===== config.mk =====
export PLATFORM = sky130hd
export DESIGN_NAME = hts_channel
export DESIGN_NICKNAME = d
export VERILOG_FILES = /design/src/rtl/hts_pkg.sv /design/src/rtl/hts_edge_sync.sv /design/src/rtl/hts_wilk_conv.sv /design/src/rtl/hts_slot.sv /design/src/rtl/hts_dead_timer.sv /design/src/rtl/hts_channel.sv
export SDC_FILE = /design/constraint.sdc
export NUM_CORES = 1
export LEC_CHECK = 0
export BUFFER_PORTS_ARGS = -buffer_cell sky130_fd_sc_hd__buf_2
export CAP_MARGIN = 20
export CORE_ASPECT_RATIO = 1.75
export CORE_UTILIZATION = 55
export CTS_CLUSTER_DIAMETER = 150
export DETAILED_ROUTE_END_ITERATION = 10
export GPL_TIMING_DRIVEN = 0
export PLACE_DENSITY = 0.8
export SLEW_MARGIN = 20
export SYNTH_ARGS = -nofsm -noshare
export SYNTH_HDL_FRONTEND = slang
export SYNTH_SLANG_ARGS = --single-unit

===== constraint.sdc =====
create_clock -name clk_i -period 3.02 [get_ports clk_i]
set_clock_uncertainty 0.1 [all_clocks]
set_input_delay 0.151 -clock clk_i [delete_from_list [all_inputs] [get_ports clk_i]]
set_output_delay 0.151 -clock clk_i [all_outputs]
set_load 0.05 [all_outputs]

===== src/rtl/hts_pkg.sv =====
`timescale 1ns/1ps
package hts_pkg;
  typedef enum logic [1:0] {
    SL_FREE = 2'd0,
    SL_CONV = 2'd1,
    SL_DONE = 2'd2
  } slot_state_e;

  localparam int FLG_W   = 2;
  localparam int FLG_QSAT = 0;
  localparam int FLG_TSAT = 1;
endpackage


===== src/rtl/hts_edge_sync.sv =====
`timescale 1ns/1ps
module hts_edge_sync #(
  parameter int STAGES = 2
) (
  input  logic clk_i,
  input  logic rst_ni,
  input  logic async_i,
  output logic rise_o
);
  logic [STAGES-1:0] sync_q;
  logic              last_q;

  always_ff @(posedge clk_i or negedge rst_ni) begin
    if (!rst_ni) begin
      sync_q <= '0;
      last_q <= 1'b0;
    end else begin
      sync_q <= {sync_q[STAGES-2:0], async_i};
      last_q <= sync_q[STAGES-1];
    end
  end

  assign rise_o = sync_q[STAGES-1] & ~last_q;
endmodule


===== src/rtl/hts_wilk_conv.sv =====
`timescale 1ns/1ps
module hts_wilk_conv #(
  parameter int CNT_W = 10
) (
  input  logic             clk_i,
  input  logic             rst_ni,
  input  logic             start_i,
  input  logic             cmp_i,
  output logic             busy_o,
  output logic [CNT_W-1:0] cnt_o,
  output logic             sat_o
);
  localparam logic [CNT_W-1:0] CNT_MAX = '1;

  logic             run_q, ref_q, sat_q;
  logic [CNT_W-1:0] cnt_q;

  always_ff @(posedge clk_i or negedge rst_ni) begin
    if (!rst_ni) begin
      run_q <= 1'b0;
      ref_q <= 1'b0;
      sat_q <= 1'b0;
      cnt_q <= '0;
    end else if (start_i) begin
      run_q <= 1'b1;
      ref_q <= cmp_i;
      sat_q <= 1'b0;
      cnt_q <= '0;
    end else if (run_q) begin
      // comparator change wins over saturation in the same cycle
      if (cmp_i != ref_q) begin
        run_q <= 1'b0;
      end else if (cnt_q == CNT_MAX) begin
        run_q <= 1'b0;
        sat_q <= 1'b1;
      end else begin
        cnt_q <= cnt_q + 1'b1;
      end
    end
  end

  assign busy_o = run_q;
  assign cnt_o  = cnt_q;
  assign sat_o  = sat_q;
endmodule


===== src/rtl/hts_slot.sv =====
`timescale 1ns/1ps
module hts_slot
  import hts_pkg::*;
#(
  parameter int CNT_W    = 10,
  parameter int COARSE_W = 26
) (
  input  logic                clk_i,
  input  logic                rst_ni,
  input  logic                alloc_i,
  input  logic [COARSE_W-1:0] coarse_i,
  input  logic                qcmp_i,
  input  logic                tcmp_i,
  input  logic                free_i,
  output logic                busy_o,
  output logic                done_o,
  output logic [COARSE_W-1:0] coarse_o,
  output logic [CNT_W-1:0]    charge_o,
  output logic [CNT_W-1:0]    fine_o,
  output logic [FLG_W-1:0]    flags_o
);
  slot_state_e        state_q;
  logic [COARSE_W-1:0] coarse_q;
  logic               q_busy, t_busy, q_sat, t_sat;

  hts_wilk_conv #(.CNT_W(CNT_W)) u_qconv (
    .clk_i  (clk_i),
    .rst_ni (rst_ni),
    .start_i(alloc_i),
    .cmp_i  (qcmp_i),
    .busy_o (q_busy),
    .cnt_o  (charge_o),
    .sat_o  (q_sat)
  );

  hts_wilk_conv #(.CNT_W(CNT_W)) u_tconv (
    .clk_i  (clk_i),
    .rst_ni (rst_ni),
    .start_i(alloc_i),
    .cmp_i  (tcmp_i),
    .busy_o (t_busy),
    .cnt_o  (fine_o),
    .sat_o  (t_sat)
  );

  always_ff @(posedge clk_i or negedge rst_ni) begin
    if (!rst_ni) begin
      state_q  <= SL_FREE;
      coarse_q <= '0;
    end else begin
      case (state_q)
        SL_FREE: if (alloc_i) begin
          state_q  <= SL_CONV;
          coarse_q <= coarse_i;
        end
        SL_CONV: if (!q_busy && !t_busy) state_q <= SL_DONE;
        SL_DONE: if (free_i) state_q <= SL_FREE;
        default: state_q <= SL_FREE;
      endcase
    end
  end

  assign busy_o   = (state_q != SL_FREE);
  assign done_o   = (state_q == SL_DONE);
  assign coarse_o = coarse_q;
  assign flags_o  = {t_sat, q_sat};
endmodule


===== src/rtl/hts_dead_timer.sv =====
`timescale 1ns/1ps
module hts_dead_timer #(
  parameter int DEAD_CYC = 800
) (
  input  logic clk_i,
  input  logic rst_ni,
  input  logic start_i,
  output logic dead_o
);
  localparam int DW = $clog2(DEAD_CYC + 1);
  localparam logic [DW-1:0] DLOAD = DW'(DEAD_CYC);

  logic [DW-1:0] cnt_q;

  always_ff @(posedge clk_i or negedge rst_ni) begin
    if (!rst_ni)             cnt_q <= '0;
    else if (start_i)        cnt_q <= DLOAD;
    else if (cnt_q != '0)    cnt_q <= cnt_q - 1'b1;
  end

  assign dead_o = (cnt_q != '0);
endmodule


===== src/rtl/hts_channel.sv =====
`timescale 1ns/1ps
module hts_channel
  import hts_pkg::*;
#(
  parameter int NSLOT       = 2,
  parameter int CNT_W       = 10,
  parameter int COARSE_W    = 26,
  parameter int DEAD_CYC    = 800,
  parameter int LOST_W      = 16,
  parameter int SYNC_STAGES = 2,
  localparam int SLOT_W     = (NSLOT > 1) ? $clog2(NSLOT) : 1,
  localparam int REC_W      = SLOT_W + COARSE_W + 2*CNT_W + FLG_W
) (
  input  logic              clk_i,
  input  logic              rst_ni,
  input  logic              hit_i,
  input  logic [NSLOT-1:0]  qcmp_i,
  input  logic [NSLOT-1:0]  tcmp_i,
  output logic              rec_valid_o,
  input  logic              rec_ready_i,
  output logic [REC_W-1:0]  rec_o,
  output logic [LOST_W-1:0] lost_cnt_o
);
  localparam logic [SLOT_W-1:0] PTR_LAST = SLOT_W'(NSLOT - 1);

  logic                hit_rise, dead, full, hit_accept, rec_fire;
  logic [COARSE_W-1:0] coarse_q;
  logic [SLOT_W-1:0]   wr_ptr_q, rd_ptr_q;
  logic [LOST_W-1:0]   lost_q;

  logic [NSLOT-1:0]    s_busy, s_done, s_alloc, s_free;
  logic [COARSE_W-1:0] s_coarse [NSLOT];
  logic [CNT_W-1:0]    s_charge [NSLOT];
  logic [CNT_W-1:0]    s_fine   [NSLOT];
  logic [FLG_W-1:0]    s_flags  [NSLOT];

  hts_edge_sync #(.STAGES(SYNC_STAGES)) u_sync (
    .clk_i  (clk_i),
    .rst_ni (rst_ni),
    .async_i(hit_i),
    .rise_o (hit_rise)
  );

  hts_dead_timer #(.DEAD_CYC(DEAD_CYC)) u_dead (
    .clk_i  (clk_i),
    .rst_ni (rst_ni),
    .start_i(hit_accept),
    .dead_o (dead)
  );

  always_ff @(posedge clk_i or negedge rst_ni) begin
    if (!rst_ni) coarse_q <= '0;
    else         coarse_q <= coarse_q + 1'b1;
  end

  // round-robin allocation keeps acceptance order equal to slot order
  assign full       = s_busy[wr_ptr_q];
  assign hit_accept = hit_rise & ~dead & ~full;
  assign rec_valid_o = s_done[rd_ptr_q];
  assign rec_fire   = rec_valid_o & rec_ready_i;

  for (genvar g = 0; g < NSLOT; g++) begin : g_slot
    assign s_alloc[g] = hit_accept & (wr_ptr_q == SLOT_W'(g));
    assign s_free[g]  = rec_fire   & (rd_ptr_q == SLOT_W'(g));

    hts_slot #(.CNT_W(CNT_W), .COARSE_W(COARSE_W)) u_slot (
      .clk_i   (clk_i),
      .rst_ni  (rst_ni),
      .alloc_i (s_alloc[g]),
      .coarse_i(coarse_q),
      .qcmp_i  (qcmp_i[g]),
      .tcmp_i  (tcmp_i[g]),
      .free_i  (s_free[g]),
      .busy_o  (s_busy[g]),
      .done_o  (s_done[g]),
      .coarse_o(s_coarse[g]),
      .charge_o(s_charge[g]),
      .fine_o  (s_fine[g]),
      .flags_o (s_flags[g])
    );
  end

  always_ff @(posedge clk_i or negedge rst_ni) begin
    if (!rst_ni) begin
      wr_ptr_q <= '0;
      rd_ptr_q <= '0;
    end else begin
      if (hit_accept) wr_ptr_q <= (wr_ptr_q == PTR_LAST) ? '0 : wr_ptr_q + 1'b1;
      if (rec_fire)   rd_ptr_q <= (rd_ptr_q == PTR_LAST) ? '0 : rd_ptr_q + 1'b1;
    end
  end

  always_ff @(posedge clk_i or negedge rst_ni) begin
    if (!rst_ni)
      lost_q <= '0;
    else if (hit_rise && (dead || full) && (lost_q != '1))
      lost_q <= lost_q + 1'b1;
  end

  assign lost_cnt_o = lost_q;
  assign rec_o = {rd_ptr_q, s_coarse[rd_ptr_q], s_fine[rd_ptr_q],
                  s_charge[rd_ptr_q], s_flags[rd_ptr_q]};
endmodule


==> run metrics, run 1 <==
status completed; average cell area after synthesis 11.8 sq um; routed length per placed instance 17.8 um; Reg clk slew, reported paths 0.07 ns; Post-Layout Cell Count 954; die height 160 um; post-synthesis cell area 7830 sq um; 1st-iter DRT viols 284; HPWL Detailed 11700 um; gp weighted congestion 0.861; # rows 57; final cycle utilization of the critical path 0.907; Worst slew margin 0.390; Layout fillers 1030; setup ws final 0.280 ns; Slew Limit Fails 0; fmax 365 MHz; final layout net count 780; DIE AREA 14700 sq um; CTS tree done; via count 5499; # setup viols final 0; Synth cell types 49; leak pwr 4.55 nW; worst skew pair latency 0.43 ns; area of the multi-input gates 3500 sq um; reg2reg start u_dead.cnt_q[0]; drt total wl 17000 um; P per Cell Area 652 nW/um^2; # diodes 0; HP Class in2async; gr usage total 0.250; min Tclk post-route 2.74 ns; DRC Markers 0; worst setup path class reg2out; total of max-cap violations 0; crit path DAT 2.49 ns; Synth top area share 0.527; Async SR Flop Fraction 1.00; DRT Pass-1 Iters 5; Final Hold Vio Count 0; Syn Inst Count 664; WP data required 2.77 ns; Die Wd 92.2 um; Post-synth EDFFs 0; Top Ports 74; Vias per Instance 5.76; H-Tree Depth 4; sequential share of the synthesized area 0.527; CORE AREA 13900 sq um; CP max FO 10; Seq cells post-synth 165; port bufs 73; CP endpoint kind output pin; top post-synthesis cells by area dfrtp_1 53%, mux2_2 8.3%, xnor2_1 7.2%; Startpoint Class flip-flop; area leader, netlist dfrtp_1; largest net degree at the start of global routing 84; clock root buffer clkbuf_16; fraction of layout cells with a size suffix above 1 0.261; placed cell count 915; Longest Clk Path Bufs 2; vias in the first global route 5837; Mapped Nets 680; Critical Path Source rd_ptr_q; aggregate global routing overflow 0; initial core utilization 0.563; post_cts resized 0; layout overhead on the synthesized area 16.7%; Final ANT Viol Nets 0; clock sink count 165; Num CTS Buffers 17; Yosys warnings 0; initial antenna violation count 0; VDD IR max 0.387 mV; Tightest Pin Transition 0.901 ns; unrepaired setup endpoints after global routing no; first-pass GRT wire length 29100 um; DP Worst Slack 0.443 ns; final core utilization 0.657; register area 4130 sq um; most used flip-flop cell after synthesis dfrtp_1
-- metal layers --
layer  vias to the layer above  global-route usage  routed length, um
met3                        40              0.0410                523
met2                       142               0.449               9490
met1                      2790               0.294               6540
met4                         0              0.0987                435
met5                         -                   0                  0
li1                       2527                   -                  -
-- cells by family (layout without fill, tap and decap cells) --
logic type / count (synthesis) / after routing / synth area share
AO/OA/AOI/OAI: 30 / 30 / 0.0246
XOR/XNOR: 83 / 83 / 0.0928
adder cells (fa/ha/maj): 8 / 8 / 0.0128
buffers and inverters: 37 / 150 / 0.0260
flip-flops: 165 / 165 / 0.527
multiplexers: 108 / 108 / 0.163
AND/OR/NAND/NOR: 233 / 233 / 0.154
-- path summary, 6_finish.rpt --
kind                       cells past startpoint                                 to  slack [ns]
hold reg to reg                                0                   u_sync.sync_q[1]        0.25
setup reg to reg                               9     g_slot[0].u_slot.u_tconv.ref_q        0.45
max in group asynchronous                      3       g_slot[1].u_slot.coarse_o[5]        1.80
hold / removal                                 2  g_slot[0].u_slot.u_tconv.cnt_o[2]        0.17
min in group clk_i                             0                   u_sync.sync_q[1]        0.25
setup / recovery                               4                          rec_o[22]        0.28
-- repair_timing --
item                                   in CTS  in global routing
endpoints found under the hold margin      90                  0
hold buffers                                7                  0
buffers inserted                            0                  0
-- synthesized netlist by cell type (8+ instances only) --
master	n
dfrtp_1	165
and3_1	10
clkbuf_1	9
nand2_1	45
mux2_4	17
nor2_1	61
xnor2_1	64
ha_1	8
inv_1	12
nor4_1	11
mux2_2	58
nand3_1	32
nor3_1	27
mux2_1	29
xor2_1	19
nand4_1	17
-- flip-flops by register name, indices dropped and copies added (netlist names), 4 cells and up --
name                         count
g_slot.u_slot.coarse_o          52
g_slot.u_slot.state_q            4
coarse_q                        26
u_dead.cnt_q                    10
g_slot.u_slot.u_tconv.cnt_o     20
lost_cnt_o                      16
g_slot.u_slot.u_qconv.cnt_o     20
-- power by group --
part	internal (mW)	leakage [nW]	switching, mW	total [mW]
sequential	2.37	2.23	0.192	2.56
clock	1.33	0.303	0.927	2.26
combinational	0.391	2.01	0.751	1.14
total	4.09	4.55	1.87	5.96
-- through the flow --
| step | setup TNS, ns | power (mW) | cell area [sq um] | hold slack (ns) |
|---|---|---|---|---|
| after global placement | -106.06 | 3.67 | 8420 | 0.161 |
| after floorplan | 0 | 3.41 | 7830 | -0.245 |
| after global routing | 0 | 6.18 | 9140 | 0.247 |
| after CTS | 0 | 5.99 | 9140 | 0.224 |
| after detailed placement | 0 | 3.73 | 8460 | 0.0787 |
| final | 0 | 5.96 | 9140 | 0.174 |
-- area by class of cell --
class	instances	share of cell area
sequential	165	0.452
multi-input combinational	462	0.383
timing repair buffer	81	0.0517
clock buffer	18	0.0480
tap	177	0.0242
clock inverter	14	0.0193
buffer	25	0.0174
inverter	12	0.00493
-- critical path, cell delays in order (launching register included) --
cell and delay, ns:
dfrtp_1 0.36, clkbuf_1 0.43, buf_1 0.61, mux2_2 0.44, buf_2 0.22
-- placed cells by master (no fill, tap or decap), types with 5 or more instances in the layout --
cell / n
a21oi_1: 7
inv_1: 12
a31oi_1: 6
nand2_1: 45
o21ai_0: 6
buf_2: 73
mux2_4: 17
buf_4: 7
mux2_2: 58
nand4_1: 17
xor2_1: 19
and3_1: 10
and4_1: 5
clkbuf_16: 17
buf_6: 5
clkbuf_1: 9
nor3_1: 27
dfrtp_1: 165
nand3_1: 32
ha_1: 8
dlygate4sd3_1: 7
xnor2_1: 64
nor3b_1: 5
nor2_1: 61
mux2_1: 29
nor4_1: 11
Note: power is estimated with default switching activity, not from simulation.
==> inputs of run 2 (changes only) <==
- SKIP_LAST_GASP: unset -> 1
- SYNTH_HIERARCHICAL: unset -> 1
==> run 2 against run 1 <==
  * Worst setup slack worse by 0.18 ns
  * Worst hold slack better by 0.0048 ns
  * Core utilization up 0.37 points
  * Critical endpoint is now g_slot[1].u_slot/coarse_o[14]
  * Critical path depth rose by 6
  * Design area is 3.9% higher
  * Cell count rose by 3.4%
  * Area after synthesis rose by 3.4%
  * Routed wire length increased by 3.3%
  * Count of clock-buffer cells in the layout grew 2
  * Highest routed layer unchanged
  * Clock power decreased by 5%
==> run metrics, run 2 <==
Reg clk slew, reported paths 0.07 ns; Syn Inst Count 685; xor/xnor share of the synthesized area 0.0561; Vias per Instance 5.93; Die Wd 93.7 um; fraction of layout cells with a size suffix above 1 0.337; final layout net count 809; fmax 342 MHz; Worst slew margin 0.468; 1st-iter DRT viols 242; post-synthesis mux area share 0.159; layout overhead on the synthesized area 17.3%; Tightest Pin Transition 0.798 ns; first-pass GRT wire length 29300 um; CTS tree done; Synth top area share 0.510; # rows 58; most common cell after layout, fill and taps aside dfrtp_1; largest family of logic cells by synthesized area multiplexers; DRT Pass-1 Iters 5; area of the multi-input gates 3760 sq um; Mapped Nets 700; DP Worst Slack -0.590 ns; HP Class in2async; status completed; gr usage total 0.245; Synth cell types 61; Startpoint Class flip-flop; via count 5848; final cycle utilization of the critical path 0.967; most frequent cells in the layout 165 x dfrtp_1, 108 x mux2_2, 72 x buf_2, 38 x nor2_1; drt total wl 17600 um; most used flip-flop cell after synthesis dfrtp_1; routed length per placed instance 17.8 um; gp weighted congestion 0.810; clock sink count 165; aggregate global routing overflow 0; Yosys warnings 6; register area 4130 sq um; top-count cell post-synth dfrtp_1; Adder-Cell Fraction of Synth Area 0.0108; Psw 1.96 mW; setup ws final 0.0987 ns; area leader, netlist dfrtp_1; clock root buffer clkbuf_16; post-synthesis cell area 8100 sq um; crit path DAT 3.11 ns; vias in the first global route 6147; Synth Area in Compound Gates 0.0763; Seq cells post-synth 165; H-Tree Depth 4; Slew Limit Fails 0; Top Ports 74; HPWL Detailed 12500 um; DIE AREA 15200 sq um; Num CTS Buffers 17; Final Hold Vio Count 0; CP endpoint kind flip-flop; Comb power frac 0.215; max FFs per register 52; die height 163 um; sequential share of the synthesized area 0.510; port bufs 73; initial core utilization 0.564; min Tclk post-route 2.92 ns; # setup viols final 0; Sw Share 0.323; Longest Clk Path Bufs 2; final core utilization 0.661; Post-synth EDFFs 0; Async SR Flop Fraction 1.00; top post-synthesis cells by area dfrtp_1 51%, mux2_2 15%, xnor2_1 2.8%; DRC Markers 0; top cells by count, synth 165 x dfrtp_1, 108 x mux2_2, 40 x nor2_1, 28 x nand2_1; WP data required 3.21 ns; total of max-cap violations 0; Int Pwr 4.12 mW; # diodes 0; Clk pwr share 0.353; CORE AREA 14400 sq um; worst setup path class reg2reg; Layout fillers 1083; post-synthesis simple-gate area fraction 0.159; average cell area after synthesis 11.8 sq um; worst skew pair latency 0.41 ns; initial antenna violation count 0; Final ANT Viol Nets 0; leak pwr 4.65 nW; CP max FO 6; Reg power frac 0.432; VDD IR max 0.410 mV; P per Cell Area 640 nW/um^2; largest net degree at the start of global routing 100
-- run 2: critical path, cell delays in order, from the launching register on --
cell and delay, ns:
dfrtp_1 0.40, inv_1 0.11, ha_2 0.22, or4b_4 0.52, nor3_4 0.18, inv_2 0.08
nor2_4 0.10, and3_4 0.21, nor3b_4 0.29, buf_4 0.22, mux2_2 0.36
-- run 2: path summary, 6_finish.rpt --
kind	startpoint	endpoint	slack (ns)	cells after the start
max	u_dead/cnt_q[0]	g_slot[1].u_slot/coarse_o[14]	0.1	10
min	rst_ni	g_slot[1].u_slot/coarse_o[17]	0.18	2
max reg2reg	u_dead/cnt_q[0]	g_slot[1].u_slot/coarse_o[14]	0.1	10
min reg2reg	u_sync/sync_q[0]	u_sync/sync_q[1]	0.26	0
max in group asynchronous	rst_ni	u_dead/cnt_q[2]	1.78	3
min in group clk_i	u_sync/sync_q[0]	u_sync/sync_q[1]	0.26	0
-- run 2: per-layer routing --
| layer | track usage | up-vias | routed length, um | part of all wire |
|---|---|---|---|---|
| met5 | 0 | - | 0 | 0 |
| met4 | 0.0930 | 0 | 358 | 0.020 |
| met3 | 0.0392 | 27 | 524 | 0.030 |
| met2 | 0.459 | 132 | 9950 | 0.57 |
| met1 | 0.269 | 2965 | 6730 | 0.38 |
| li1 | - | 2724 | - | - |
-- run 2: cell type report --
| class | count | share of cell area |
|---|---|---|
| buffer | 21 | 0.0148 |
| clock buffer | 20 | 0.0491 |
| clock inverter | 11 | 0.0133 |
| inverter | 28 | 0.0111 |
| multi-input combinational | 471 | 0.396 |
| sequential | 165 | 0.435 |
| tap | 180 | 0.0237 |
| timing repair buffer | 90 | 0.0573 |
-- run 2: stage by stage --
stage | instances | hold slack (ns) | total power [mW] | TNS (ns) | area [sq um]
after detailed placement | 939 | 0.0446 | 3.96 | -25.18 | 8750
after global routing | 986 | 0.235 | 6.34 | -0.0239 | 9500
after global placement | 938 | 0.179 | 3.89 | -128.43 | 8710
after floorplan | 685 | -0.245 | 3.60 | 0 | 8120
final | 986 | 0.179 | 6.08 | 0 | 9500
after CTS | 984 | 0.193 | 6.14 | 0 | 9480
-- run 2: logic make-up (layout without fill, tap and decap cells) --
kind of cell | Yosys count | after routing
AOI/OAI and AO/OA | 85 | 85
xor gates and xnor gates | 51 | 51
adders and majority gates | 7 | 7
buffers and inverters | 49 | 170
DFF | 165 | 165
muxes | 115 | 115
and+or+nand+nor | 213 | 213
-- run 2: what timing repair did --
action                     in CTS  in global routing
pin swaps                       3                  1
setup buffers                   7                  2
hold buffers                    7                  0
hold endpoints to repair       72                  0
setup endpoints to repair      60                 73
gates resized for setup         4                  3
-- run 2: power groups by stage --
| stage | Clock [mW] | Combinational (mW) | Sequential, mW |
|---|---|---|---|
| floorplan | 0 | 0.881 | 2.72 |
| global placement | 0 | 1.26 | 2.63 |
| detailed placement | 0 | 1.30 | 2.66 |
| CTS | 2.20 | 1.32 | 2.62 |
| global route | 2.29 | 1.40 | 2.65 |
| finish | 2.15 | 1.31 | 2.63 |
